==> src/rtl/sdrvPkg.sv <==
package sdrvPkg;
  typedef enum logic [2:0] {
    ST_IDLE,
    ST_SETUP,
    ST_SLOW,
    ST_SHIGH,
    ST_LHIGH,
    ST_LLOW
  } phaseE;

  typedef struct packed {
    logic load;
    logic advance;
    logic sckLow;
    logic latchHigh;
  } strobeT;
endpackage

==> src/rtl/sdrvCtrl.sv <==
module sdrvCtrl
  import sdrvPkg::*;
#(
  parameter int NUM_BYTES   = 3,
  parameter int HALF_CYCLES = 2
) (
  input  logic   clk,
  input  logic   rstN,
  input  logic   startReq,
  output strobeT strb,
  output logic   busy,
  output logic   done
);
  localparam int TOTAL_BITS = NUM_BYTES * 8;
  localparam int BIT_W      = $clog2(TOTAL_BITS);
  localparam int PH_W       = (HALF_CYCLES > 1) ? $clog2(HALF_CYCLES) : 1;

  phaseE            state, nextState;
  logic [PH_W-1:0]  phaseCnt;
  logic [BIT_W-1:0] bitCnt;
  logic             doneQ;
  logic             phaseEnd, lastBit, accept;

  assign phaseEnd = (phaseCnt == PH_W'(HALF_CYCLES - 1));
  assign lastBit  = (bitCnt == BIT_W'(TOTAL_BITS - 1));
  assign accept   = (state == ST_IDLE) && startReq;

  always_comb begin
    nextState = state;
    unique case (state)
      ST_IDLE:  if (startReq) nextState = ST_SETUP;
      ST_SETUP: if (phaseEnd) nextState = ST_SLOW;
      ST_SLOW:  if (phaseEnd) nextState = ST_SHIGH;
      ST_SHIGH: if (phaseEnd) nextState = lastBit ? ST_LHIGH : ST_SETUP;
      ST_LHIGH: if (phaseEnd) nextState = ST_LLOW;
      ST_LLOW:  if (phaseEnd) nextState = ST_IDLE;
      default:  nextState = ST_IDLE;
    endcase
  end

  always_ff @(posedge clk) begin
    if (!rstN) begin
      state    <= ST_IDLE;
      phaseCnt <= '0;
      bitCnt   <= '0;
      doneQ    <= 1'b0;
    end else begin
      state <= nextState;
      if (state == ST_IDLE || nextState != state) phaseCnt <= '0;
      else                                       phaseCnt <= phaseCnt + 1'b1;
      if (accept)                                bitCnt <= '0;
      else if (state == ST_SHIGH && phaseEnd && !lastBit) bitCnt <= bitCnt + 1'b1;
      doneQ <= (state == ST_LLOW) && phaseEnd;
    end
  end

  always_comb begin
    strb.load      = accept;
    strb.advance   = (state == ST_SHIGH) && phaseEnd && !lastBit;
    strb.sckLow    = (state == ST_SLOW);
    strb.latchHigh = (state == ST_LHIGH);
  end

  assign busy = (state != ST_IDLE);
  assign done = doneQ;

  // the latch phase is entered only from the last shift-high phase
  assert_latch_after_shift_R5: assert property (@(posedge clk) disable iff (!rstN)
    (state == ST_LHIGH && $past(state) != ST_LHIGH) |-> ($past(state) == ST_SHIGH && $past(lastBit)));

  // a low phase past its first clock was preceded by low
  assert_low_width_R4: assert property (@(posedge clk) disable iff (!rstN)
    (state == ST_SLOW && phaseCnt != '0) |-> ($past(state) == ST_SLOW));

  // done lasts a single clock and never overlaps a frame
  assert_done_pulse_R7: assert property (@(posedge clk) disable iff (!rstN)
    done |=> !done);
  assert_done_idle_R7: assert property (@(posedge clk) disable iff (!rstN)
    done |-> (state != ST_SHIGH && state != ST_SLOW && state != ST_LHIGH));
endmodule

==> src/rtl/sdrvData.sv <==
module sdrvData
  import sdrvPkg::*;
#(
  parameter int NUM_BYTES = 3
) (
  input  logic                    clk,
  input  logic                    rstN,
  input  strobeT                  strb,
  input  logic [NUM_BYTES*8-1:0]  frameData,
  output logic                    serData,
  output logic                    shiftClk,
  output logic                    latchClk
);
  localparam int TOTAL_BITS = NUM_BYTES * 8;

  logic [TOTAL_BITS-1:0] loadVec;
  logic [TOTAL_BITS-1:0] shiftReg;

  // byte 0 lands in the top byte so it leaves first, MSB first
  for (genvar i = 0; i < NUM_BYTES; i++) begin : gOrder
    assign loadVec[(NUM_BYTES-1-i)*8 +: 8] = frameData[i*8 +: 8];
  end

  always_ff @(posedge clk) begin
    if (!rstN)             shiftReg <= '0;
    else if (strb.load)    shiftReg <= loadVec;
    else if (strb.advance) shiftReg <= {shiftReg[TOTAL_BITS-2:0], 1'b0};
  end

  assign serData  = shiftReg[TOTAL_BITS-1];
  assign shiftClk = !strb.sckLow;
  assign latchClk = strb.latchHigh;

  // data line does not move during a shift-clock low phase
  assert_data_hold_R3: assert property (@(posedge clk) disable iff (!rstN)
    (strb.sckLow && $past(rstN)) |-> $stable(serData));

  // frame contents change only on acceptance or bit advance
  assert_frame_frozen_R8: assert property (@(posedge clk) disable iff (!rstN)
    (!$past(strb.load) && !$past(strb.advance) && $past(rstN)) |-> $stable(shiftReg));
endmodule

==> src/rtl/serialChainDriver.sv <==
module serialChainDriver
  import sdrvPkg::*;
#(
  parameter int NUM_BYTES   = 3,
  parameter int HALF_CYCLES = 2
) (
  input  logic                   clk,
  input  logic                   rstN,
  input  logic                   startReq,
  input  logic [NUM_BYTES*8-1:0] frameData,
  output logic                   busy,
  output logic                   done,
  output logic                   serData,
  output logic                   shiftClk,
  output logic                   latchClk
);
  strobeT strb;

  sdrvCtrl #(.NUM_BYTES(NUM_BYTES), .HALF_CYCLES(HALF_CYCLES)) uCtrl (
    .clk(clk), .rstN(rstN), .startReq(startReq),
    .strb(strb), .busy(busy), .done(done)
  );

  sdrvData #(.NUM_BYTES(NUM_BYTES)) uData (
    .clk(clk), .rstN(rstN), .strb(strb), .frameData(frameData),
    .serData(serData), .shiftClk(shiftClk), .latchClk(latchClk)
  );

  // idle lines sit at their rest levels
  assert_idle_rest_R1: assert property (@(posedge clk) disable iff (!rstN)
    !busy |-> (shiftClk && !latchClk));
endmodule

==> config.mk <==
export PLATFORM = sky130hd
export DESIGN_NAME = serialChainDriver
export DESIGN_NICKNAME = d
export VERILOG_FILES = /design/src/rtl/sdrvPkg.sv /design/src/rtl/sdrvCtrl.sv /design/src/rtl/sdrvData.sv /design/src/rtl/serialChainDriver.sv
export SDC_FILE = /design/constraint.sdc
export NUM_CORES = 1
export LEC_CHECK = 0
export BUFFER_PORTS_ARGS = -buffer_cell sky130_fd_sc_hd__buf_2
export CORE_MARGIN = 3
export CORE_UTILIZATION = 30
export DETAILED_ROUTE_END_ITERATION = 8
export MAX_ROUTING_LAYER = met4
export PLACE_DENSITY = 0.51
export SLEW_MARGIN = 30
export SYNTH_ARGS = -nofsm -noshare
export SYNTH_HDL_FRONTEND = slang
export SYNTH_SLANG_ARGS = --single-unit
==> constraint.sdc <==
create_clock -name clk -period 4 [get_ports clk]
set_clock_uncertainty 0.05 [all_clocks]
set_input_delay 0.8 -clock clk [delete_from_list [all_inputs] [get_ports clk]]
set_output_delay 0.8 -clock clk [all_outputs]
set_load 0.05 [all_outputs]
==> metrics, run 1 <==
drt wl/cell=14.35 um; Hold WS=0.4509 ns; period utilization=56.19%; Total GRT Usage=13.83%; Seq cells post-synth=34; routability congestion estimate=0.7100; Worst Hold Class=flop to flop; post-synthesis cell count=192; P_leak=0.7630 nW; # DRC=0; Die W=80.59 um; Sequential Area=680.7 um^2; crit end category=primary output; final setup fails=0; Yosys cell types=33; via count=1458; sequential share of power=48.3%; Logic pwr share=11.1%; Crit Path Max Fanout=12; Rel. slew slack=42.61%; PD cells=401.1 nW/um^2; fin area=1909 um^2; first-pass GRT wire length=6.755 mm; Syn Std Cell Area=1669 um^2; run status=complete, no violations; worst slew pin tran=0.8588 ns; non-filler cells, final=284; Area Overhead vs Synth=14.39%; Die Span Y=80.59 um; # Max-Cap Violations=0; die area=6495 um^2; ant diodes=0; post-cts resize count=0; clock share of power=40.6%; buffer depth of the longest clock path=2; dpl ws=1.902 ns; Worst Setup SP=uCtrl.state[1]; largest net degree at the start of global routing=34; first drt pass iteration count=4; Hold-fix buffers, CTS=0; syn_area_per_cell=8.693 um^2; switching share of power=24.44%; RSZ-0062 raised after global routing=no; dpl hpwl=2.442 mm; Detailed Route Iter0 Violations=116; worst r2r src=uCtrl.state[1]; Post-Syn Nets=220; Slew Viols, Final=0; post-synthesis sequential area ratio=40.78%; sw power=0.1872 mW; CTS Sinks=34; initial antenna violation count=0; Worst VDD drop=0.1224 mV; clk root buf=clkbuf_8; final setup margin=1.752 ns; I/O pin total=32; Layout fillers=560; Post-DRT Antenna Nets=0; initial cell density of the core=31.87%; vias in the first global route=1421; minimum clock period=2.248 ns; Total Neg Setup Slack=0 ns; core outline area=5238 um^2; max frequency=444.9 MHz; multi-input logic area=862.1 um^2; GRT overflow=0; CTS tree=done; Num CTS Buffers=5; most common cell after layout, fill and taps aside=dfxtp_1; CP startpoint kind=flop; final hold violation count=0; CP Class=flop to primary output; WL final=4.074 mm; share of cells above drive strength 1=20.56%; DP Cell Count=276; Clk Latency, worst-skew pair=0.29 ns; H-tree depth=2; most frequent cells in the layout=dfxtp_1, buf_2, nand2_1; WP data required=3.15 ns; Final nets=241; clock-pin slew on the worst setup and hold paths=0.07 ns; Placement Cell Area=1799 um^2; internal power=0.5787 mW; Setup Buffers After CTS=0; port bufs=31; FP Rows=26; post-DR vias/cell=5.134; yosys warns=0; CP arrival=1.40 ns; Hold Path Origin=uCtrl.bitCnt[4]
==> critical path, stage by stage, from the launching register on <==
cell and delay [ns]:
dfxtp_1 0.46, or3_1 0.43, buf_2 0.22
==> power by group through the flow <==
stage	Sequential [mW]	Combinational [mW]	Clock, mW
floorplan	0.374	0.0675	0
global placement	0.377	0.0853	0
detailed placement	0.378	0.0847	0
CTS	0.370	0.0852	0.321
global route	0.372	0.0954	0.334
finish	0.370	0.0851	0.311
==> cell type report <==
class	instances	area share [%]
well taps	70	4.587
clock buffers	5	3.604
inverters	2	0.3932
clock inverters	3	2.097
repair buffers	32	8.519
multi-input cells	138	45.15
flip-flops and latches	34	35.65
==> registers in the layout, indices dropped and copies added, names as in the netlist <==
name,flops
uData.shiftReg,24
uCtrl.bitCnt,5
uCtrl.done,1
uCtrl.state,3
uCtrl.phaseCnt,1
==> synth_stat cells, drive strengths merged <==
master   number  area [um^2]
a211oi        1        7.510
a21boi        1        7.510
a21oi         5        25.02
a221o        22        220.2
a41oi         1        8.760
and2          2        15.02
and4b         3        30.03
buf          12        97.59
clkbuf        6        22.52
dfxtp        34        680.7
ha            1        12.51
inv           2        7.510
nand2        29        108.9
nand3         3        15.01
nand3b        1        7.510
nand4b        2        32.53
nor2         23        86.33
nor3         23        115.1
nor3b         4        30.03
nor4b         1        23.77
o2111ai       1        8.760
o211ai        3        22.52
o21a          1        7.510
o21ai         3        15.01
o31ai         1        7.510
or2b          1        7.510
or3           2        12.51
or4           2        15.01
or4b          1        10.01
xnor2         1        8.760
==> metrics by stage <==
stage | power, mW | util [%]
2_1_floorplan | 0.4419 | -
3_3_place_gp | 0.4625 | 34.35
3_5_place_dp | 0.4626 | 34.35
4_1_cts | 0.7761 | 36.43
5_1_grt | 0.8015 | 36.45
6_report | 0.7659 | 36.45
==> worst paths after layout <==
kind	end	slack (ns)	cells past startpoint
max	busy	1.75	2
max reg2reg	uData.shiftReg[22]	1.90	3
min	uCtrl.bitCnt[4]	0.45	2
min reg2reg	uCtrl.bitCnt[4]	0.45	2
==> kinds of logic (layout without fill, tap and decap cells) <==
logic type | Yosys count | count (layout) | synth area share, %
compound gates | 39 | 39 | 19.79
xor+xnor | 1 | 1 | 0.5248
fa+ha+maj | 1 | 1 | 0.7495
buf+inv | 20 | 42 | 7.646
flops | 34 | 34 | 40.78
simple gates | 97 | 97 | 30.51
==> layer usage <==
| layer | vias up | part of all wire [%] | global-route usage (%) |
|---|---|---|---|
| met5 | - | 0 | - |
| met4 | 0 | 1.2 | 4.054 |
| met3 | 4 | 4.6 | 4.596 |
| met2 | 24 | 43 | 20.86 |
| met1 | 681 | 51 | 17.59 |
| li1 | 749 | - | - |
No activity file was read; power rests on OpenSTA's default activity.
==> inputs of run 2 (changes only) <==
==> constraint.sdc (replaced) <==
create_clock -name clk -period 2.15 [get_ports clk]
set_clock_uncertainty 0.05 [all_clocks]
set_input_delay 0.43 -clock clk [delete_from_list [all_inputs] [get_ports clk]]
set_output_delay 0.43 -clock clk [all_outputs]
set_load 0.05 [all_outputs]
==> metrics, run 2 (same netlist as run 1, synthesis figures left out) <==
Clk Latency, worst-skew pair=0.28 ns (about the same); CP peak stage delay=0.47 ns (about the same); CP Class=flop to primary output; port bufs=31 (unchanged); Total GRT Usage=14.59% (+0.77 points); Largest Register=uData.shiftReg; worst slew pin tran=0.5084 ns (-0.3504 ns); Setup Buffers After CTS=0 (unchanged); CP startpoint kind=flop; max frequency=528.9 MHz; Crit Path Max Fanout=12 (unchanged); PD cells=672.0 nW/um^2 (+68%); # DRC=0 (unchanged); die area=6495 um^2 (unchanged); WP data required=1.67 ns (-1.48 ns); Detailed Route Iter0 Violations=83 (-28%); core outline area=5238 um^2 (unchanged); run status=complete, no violations; period utilization=87.94%; buffer depth of the longest clock path=2 (unchanged); I/O pin total=32 (unchanged); Rel. slew slack=66.06% (+23 points); clk root buf=clkbuf_8; most common cell after layout, fill and taps aside=dfxtp_1; routability congestion estimate=0.7490 (+5.5%); Reg2Reg Setup Slack=0.29 ns (-1.61 ns); share of cells above drive strength 1=23.08% (+2.5 points); Worst Path Buf+Inv=1 (unchanged); clock-pin slew on the worst setup and hold paths=0.07 ns (about the same); Post-DRT Antenna Nets=0 (unchanged); Largest regs=uData.shiftReg: 24 flops, uCtrl.bitCnt: 5 flops, uCtrl.state: 3 flops; final hold violation count=0 (unchanged); dpl hpwl=2.745 mm (+12%); post-cts resize count=0 (unchanged); Final nets=250 (+3.7%); Slew Viols, Final=0 (unchanged); GRT overflow=0 (unchanged); vias in the first global route=1469 (+3.4%); Worst Hold Class=input pin to flop; RSZ-0062 raised after global routing=no; Total Neg Setup Slack=0 ns (unchanged); CTS tree=done; final setup margin=0.2593 ns (-1.493 ns); ant diodes=0 (unchanged); Crit-path slowest cell=dfxtp_1; most frequent cells in the layout=dfxtp_1, buf_2, nand2_1; Die W=80.59 um (unchanged); Die Span Y=80.59 um (unchanged); first drt pass iteration count=4 (unchanged); final setup fails=0 (unchanged); H-tree depth=2 (unchanged); first-pass GRT wire length=7.182 mm (+6.3%); CTS Sinks=34 (unchanged); Worst VDD drop=0.2407 mV (+97%); CP arrival=1.41 ns (about the same); Area Overhead vs Synth=17.84%; initial cell density of the core=31.87% (unchanged); via count=1503 (+3.1%); dpl ws=0.3025 ns (-1.599 ns); post-DR vias/cell=5.165 (+0.61%); Hold-fix buffers, CTS=0 (unchanged); Num CTS Buffers=5 (unchanged); WL final=4.145 mm (+1.7%); Largest register FFs=24 (unchanged); # Max-Cap Violations=0 (unchanged); FP Rows=26 (unchanged); crit end category=primary output; crit-path cells=or3_1, buf_2; P_leak=0.7996 nW (+4.8%); initial antenna violation count=0 (unchanged); minimum clock period=1.891 ns; family with the most delay on the worst path=flip-flops; largest net degree at the start of global routing=26 (-24%); drt wl/cell=14.24 um (-0.70%)
## run 2: worst paths after layout
| kind | cells after the start | startpoint | to |
|---|---|---|---|
| worst max register to register | 3 | uCtrl.state[1] | uCtrl.bitCnt[3] |
| worst max-delay path | 2 | uCtrl.state[1] | busy |
| worst min-delay path | 2 | frameData[11] | uData.shiftReg[11] |
| worst min register to register | 2 | uCtrl.bitCnt[4] | uCtrl.bitCnt[4] |
## run 2: per-layer routing
layer,vias to the layer above,share of wire (%),GRT usage (%),wire length [um]
met2,30,44,22.10,1812
li1,765,-,-,-
met3,5,4.6,3.139,189
met4,0,1.4,5.068,60
met5,-,0,-,0
met1,703,50,19.22,2082
## run 2: worst register-to-register path: stages (launching register included)
cell and delay, ns:
dfxtp_1 0.64, nand4b_4 0.36, or4_1 0.59, a21oi_1 0.16
## run 2: stage by stage
step           cells  hold WS (ns)  area [um^2]  power [mW]  util (%)
2_1_floorplan    192        0.4111         1674      0.8226         -
3_3_place_gp     285        0.4317         1884      0.8725     35.98
3_5_place_dp     285        0.4395         1884      0.8729     35.98
4_1_cts          291        0.3114         1967       1.340     37.55
5_1_grt          291        0.3174         1967       1.387     37.55
6_report         291        0.3183         1967       1.322     37.55
## run 2: where the power goes
group / switching (mW) / internal (mW)
logic: 0.0917 / 0.0771
clock network: 0.217 / 0.247
registers: 0.0217 / 0.667
total: 0.330 / 0.991
## run 2: cell type report
cell class                 count  area, um^2
sequential                    34       680.7
timing repair buffer          41       242.7
inverter                       2       7.507
clock buffer                   6       82.58
multi-input combinational    138       865.8
fill                         562        3271
tap                           70       87.58
==> inputs of run 3 (changes only) <==
--- a/config.mk
+++ b/config.mk
@@ -8,9 +8,11 @@
 export BUFFER_PORTS_ARGS = -buffer_cell sky130_fd_sc_hd__buf_2
 export CORE_MARGIN = 3
 export CORE_UTILIZATION = 30
+export CTS_BUF_LIST = sky130_fd_sc_hd__clkbuf_2
 export DETAILED_ROUTE_END_ITERATION = 8
 export MAX_ROUTING_LAYER = met4
 export PLACE_DENSITY = 0.51
+export RECOVER_POWER = 25
 export SLEW_MARGIN = 30
 export SYNTH_ARGS = -nofsm -noshare
 export SYNTH_HDL_FRONTEND = slang
==> metrics, run 3 (same netlist as run 1, synthesis figures left out) <==
Slew Viols, Final=0 (unchanged); WL final=4.073 mm (-1.7%); final setup fails=0 (unchanged); share of cells above drive strength 1=21.27% (-1.8 points); I/O pin total=32 (unchanged); routability congestion estimate=0.7490 (unchanged); P_leak=0.7647 nW (-4.4%); FP Rows=26 (unchanged); family with the most delay on the worst path=flip-flops; dpl hpwl=2.745 mm (unchanged); die area=6495 um^2 (unchanged); via count=1491 (-0.80%); Layout fillers=572 (+1.8%); Area Overhead vs Synth=14.09%; crit-path cells=or3_1, buf_2; Die Span Y=80.59 um (unchanged); CP peak stage delay=0.50 ns (+0.03 ns); most common cell after layout, fill and taps aside=dfxtp_1; final hold violation count=0 (unchanged); minimum clock period=1.991 ns (+0.1001 ns); buffer depth of the longest clock path=2 (unchanged); Post-DRT Antenna Nets=0 (unchanged); crit end category=primary output; # DRC=0 (unchanged); post-cts resize count=0 (unchanged); clock-pin slew on the worst setup and hold paths=0.17 ns (+0.10 ns); Die W=80.59 um (unchanged); Num CTS Buffers=5 (unchanged); CP Class=flop to primary output; Worst Hold Class=input pin to flop; met2 Resource Use GR=21.77% (-0.33 points); Worst VDD drop=0.3657 mV (+52%); RSZ-0062 raised after global routing=no; GR Layer Usage met3=3.475% (+0.34 points); Largest register FFs=24 (unchanged); PD cells=587.9 nW/um^2 (-13%); Pwr Total=1.120 mW (-15%); # Max-Cap Violations=0 (unchanged); Crit Path Max Fanout=12 (unchanged); CP arrival=1.51 ns (+0.10 ns); DP Cell Count=285 (unchanged); GRT overflow=0 (unchanged); ant diodes=0 (unchanged); CP startpoint kind=flop; post-DR vias/cell=5.124 (-0.80%); largest net degree at the start of global routing=26 (unchanged); worst r2r src=uCtrl.state[1]; final setup margin=0.1592 ns (-0.1001 ns); M1 GR Usage=19.22% (unchanged); Largest Register=uData.shiftReg; Hold Path Origin=frameData[11]; Final nets=250 (unchanged); period utilization=92.60% (+4.7 points); run status=complete, no violations; H-tree depth=2 (unchanged); worst slew pin tran=0.6017 ns (+0.09329 ns); non-filler cells, final=291 (unchanged); WP data required=1.67 ns (about the same); initial antenna violation count=0 (unchanged); clk root buf=clkbuf_2; dpl ws=0.3025 ns (unchanged); first drt pass iteration count=5 (+1); Clk Latency, worst-skew pair=0.35 ns (+0.07 ns); max frequency=502.3 MHz (-5.0%); CTS tree=done; vias in the first global route=1456 (-0.88%); drt wl/cell=14.00 um (-1.7%); Largest regs=uData.shiftReg: 24 flops, uCtrl.bitCnt: 5 flops, uCtrl.state: 3 flops; Setup Buffers After CTS=0 (unchanged); Rel. slew slack=60.06% (-6.0 points); Total GRT Usage=14.50% (-0.096 points); initial cell density of the core=31.87% (unchanged); Placement Cell Area=1884 um^2 (unchanged); Worst Path Buf+Inv=1 (unchanged); most frequent cells in the layout=dfxtp_1, nand2_1, buf_2; first-pass GRT wire length=7.134 mm (-0.67%); Detailed Route Iter0 Violations=89 (+7.2%); Hold-fix buffers, CTS=0 (unchanged); CTS Sinks=34 (unchanged); GR peak layer=met2; port bufs=31 (unchanged); Worst Setup SP=uCtrl.state[1]; core outline area=5238 um^2 (unchanged); fin area=1904 um^2 (-3.2%); Crit-path slowest cell=dfxtp_1; Total Neg Setup Slack=0 ns (unchanged)
-- run 3: report_power, final --
group	total [mW]	internal, mW	switching [mW]
Combinational	0.168	0.0767	0.0911
Clock	0.263	0.0648	0.198
Sequential	0.689	0.668	0.0215
Total	1.12	0.809	0.310
-- run 3: path summary, 6_finish.rpt --
kind                   endpoint  slack, ns  cells after the start
min reg2reg     uCtrl.bitCnt[4]       0.46                      2
min          uData.shiftReg[11]       0.23                      2
max reg2reg     uCtrl.bitCnt[3]       0.26                      3
max                        busy       0.16                      2
-- run 3: final cells by class --
cell class | instances | area [um^2] | area share, %
Inverter | 2 | 7.507 | 0.3942
Tap cell | 70 | 87.58 | 4.599
Clock buffer | 5 | 25.02 | 1.314
Clock inverter | 1 | 3.754 | 0.1971
Sequential cell | 34 | 680.7 | 35.74
Timing Repair Buffer | 41 | 234.0 | 12.29
Multi-Input combinational cell | 138 | 865.8 | 45.47
-- run 3: metal layers --
layer,wire (um),vias up
li1,-,767
met1,2004,688
met2,1815,32
met3,201,4
met4,51,0
met5,0,-
-- run 3: through the flow --
step	util, %	hold WS [ns]
floorplan	-	0.4111
global placement	35.98	0.4317
detailed placement	35.98	0.4395
CTS	36.53	0.2052
global route	36.36	0.1845
finish	36.36	0.2341
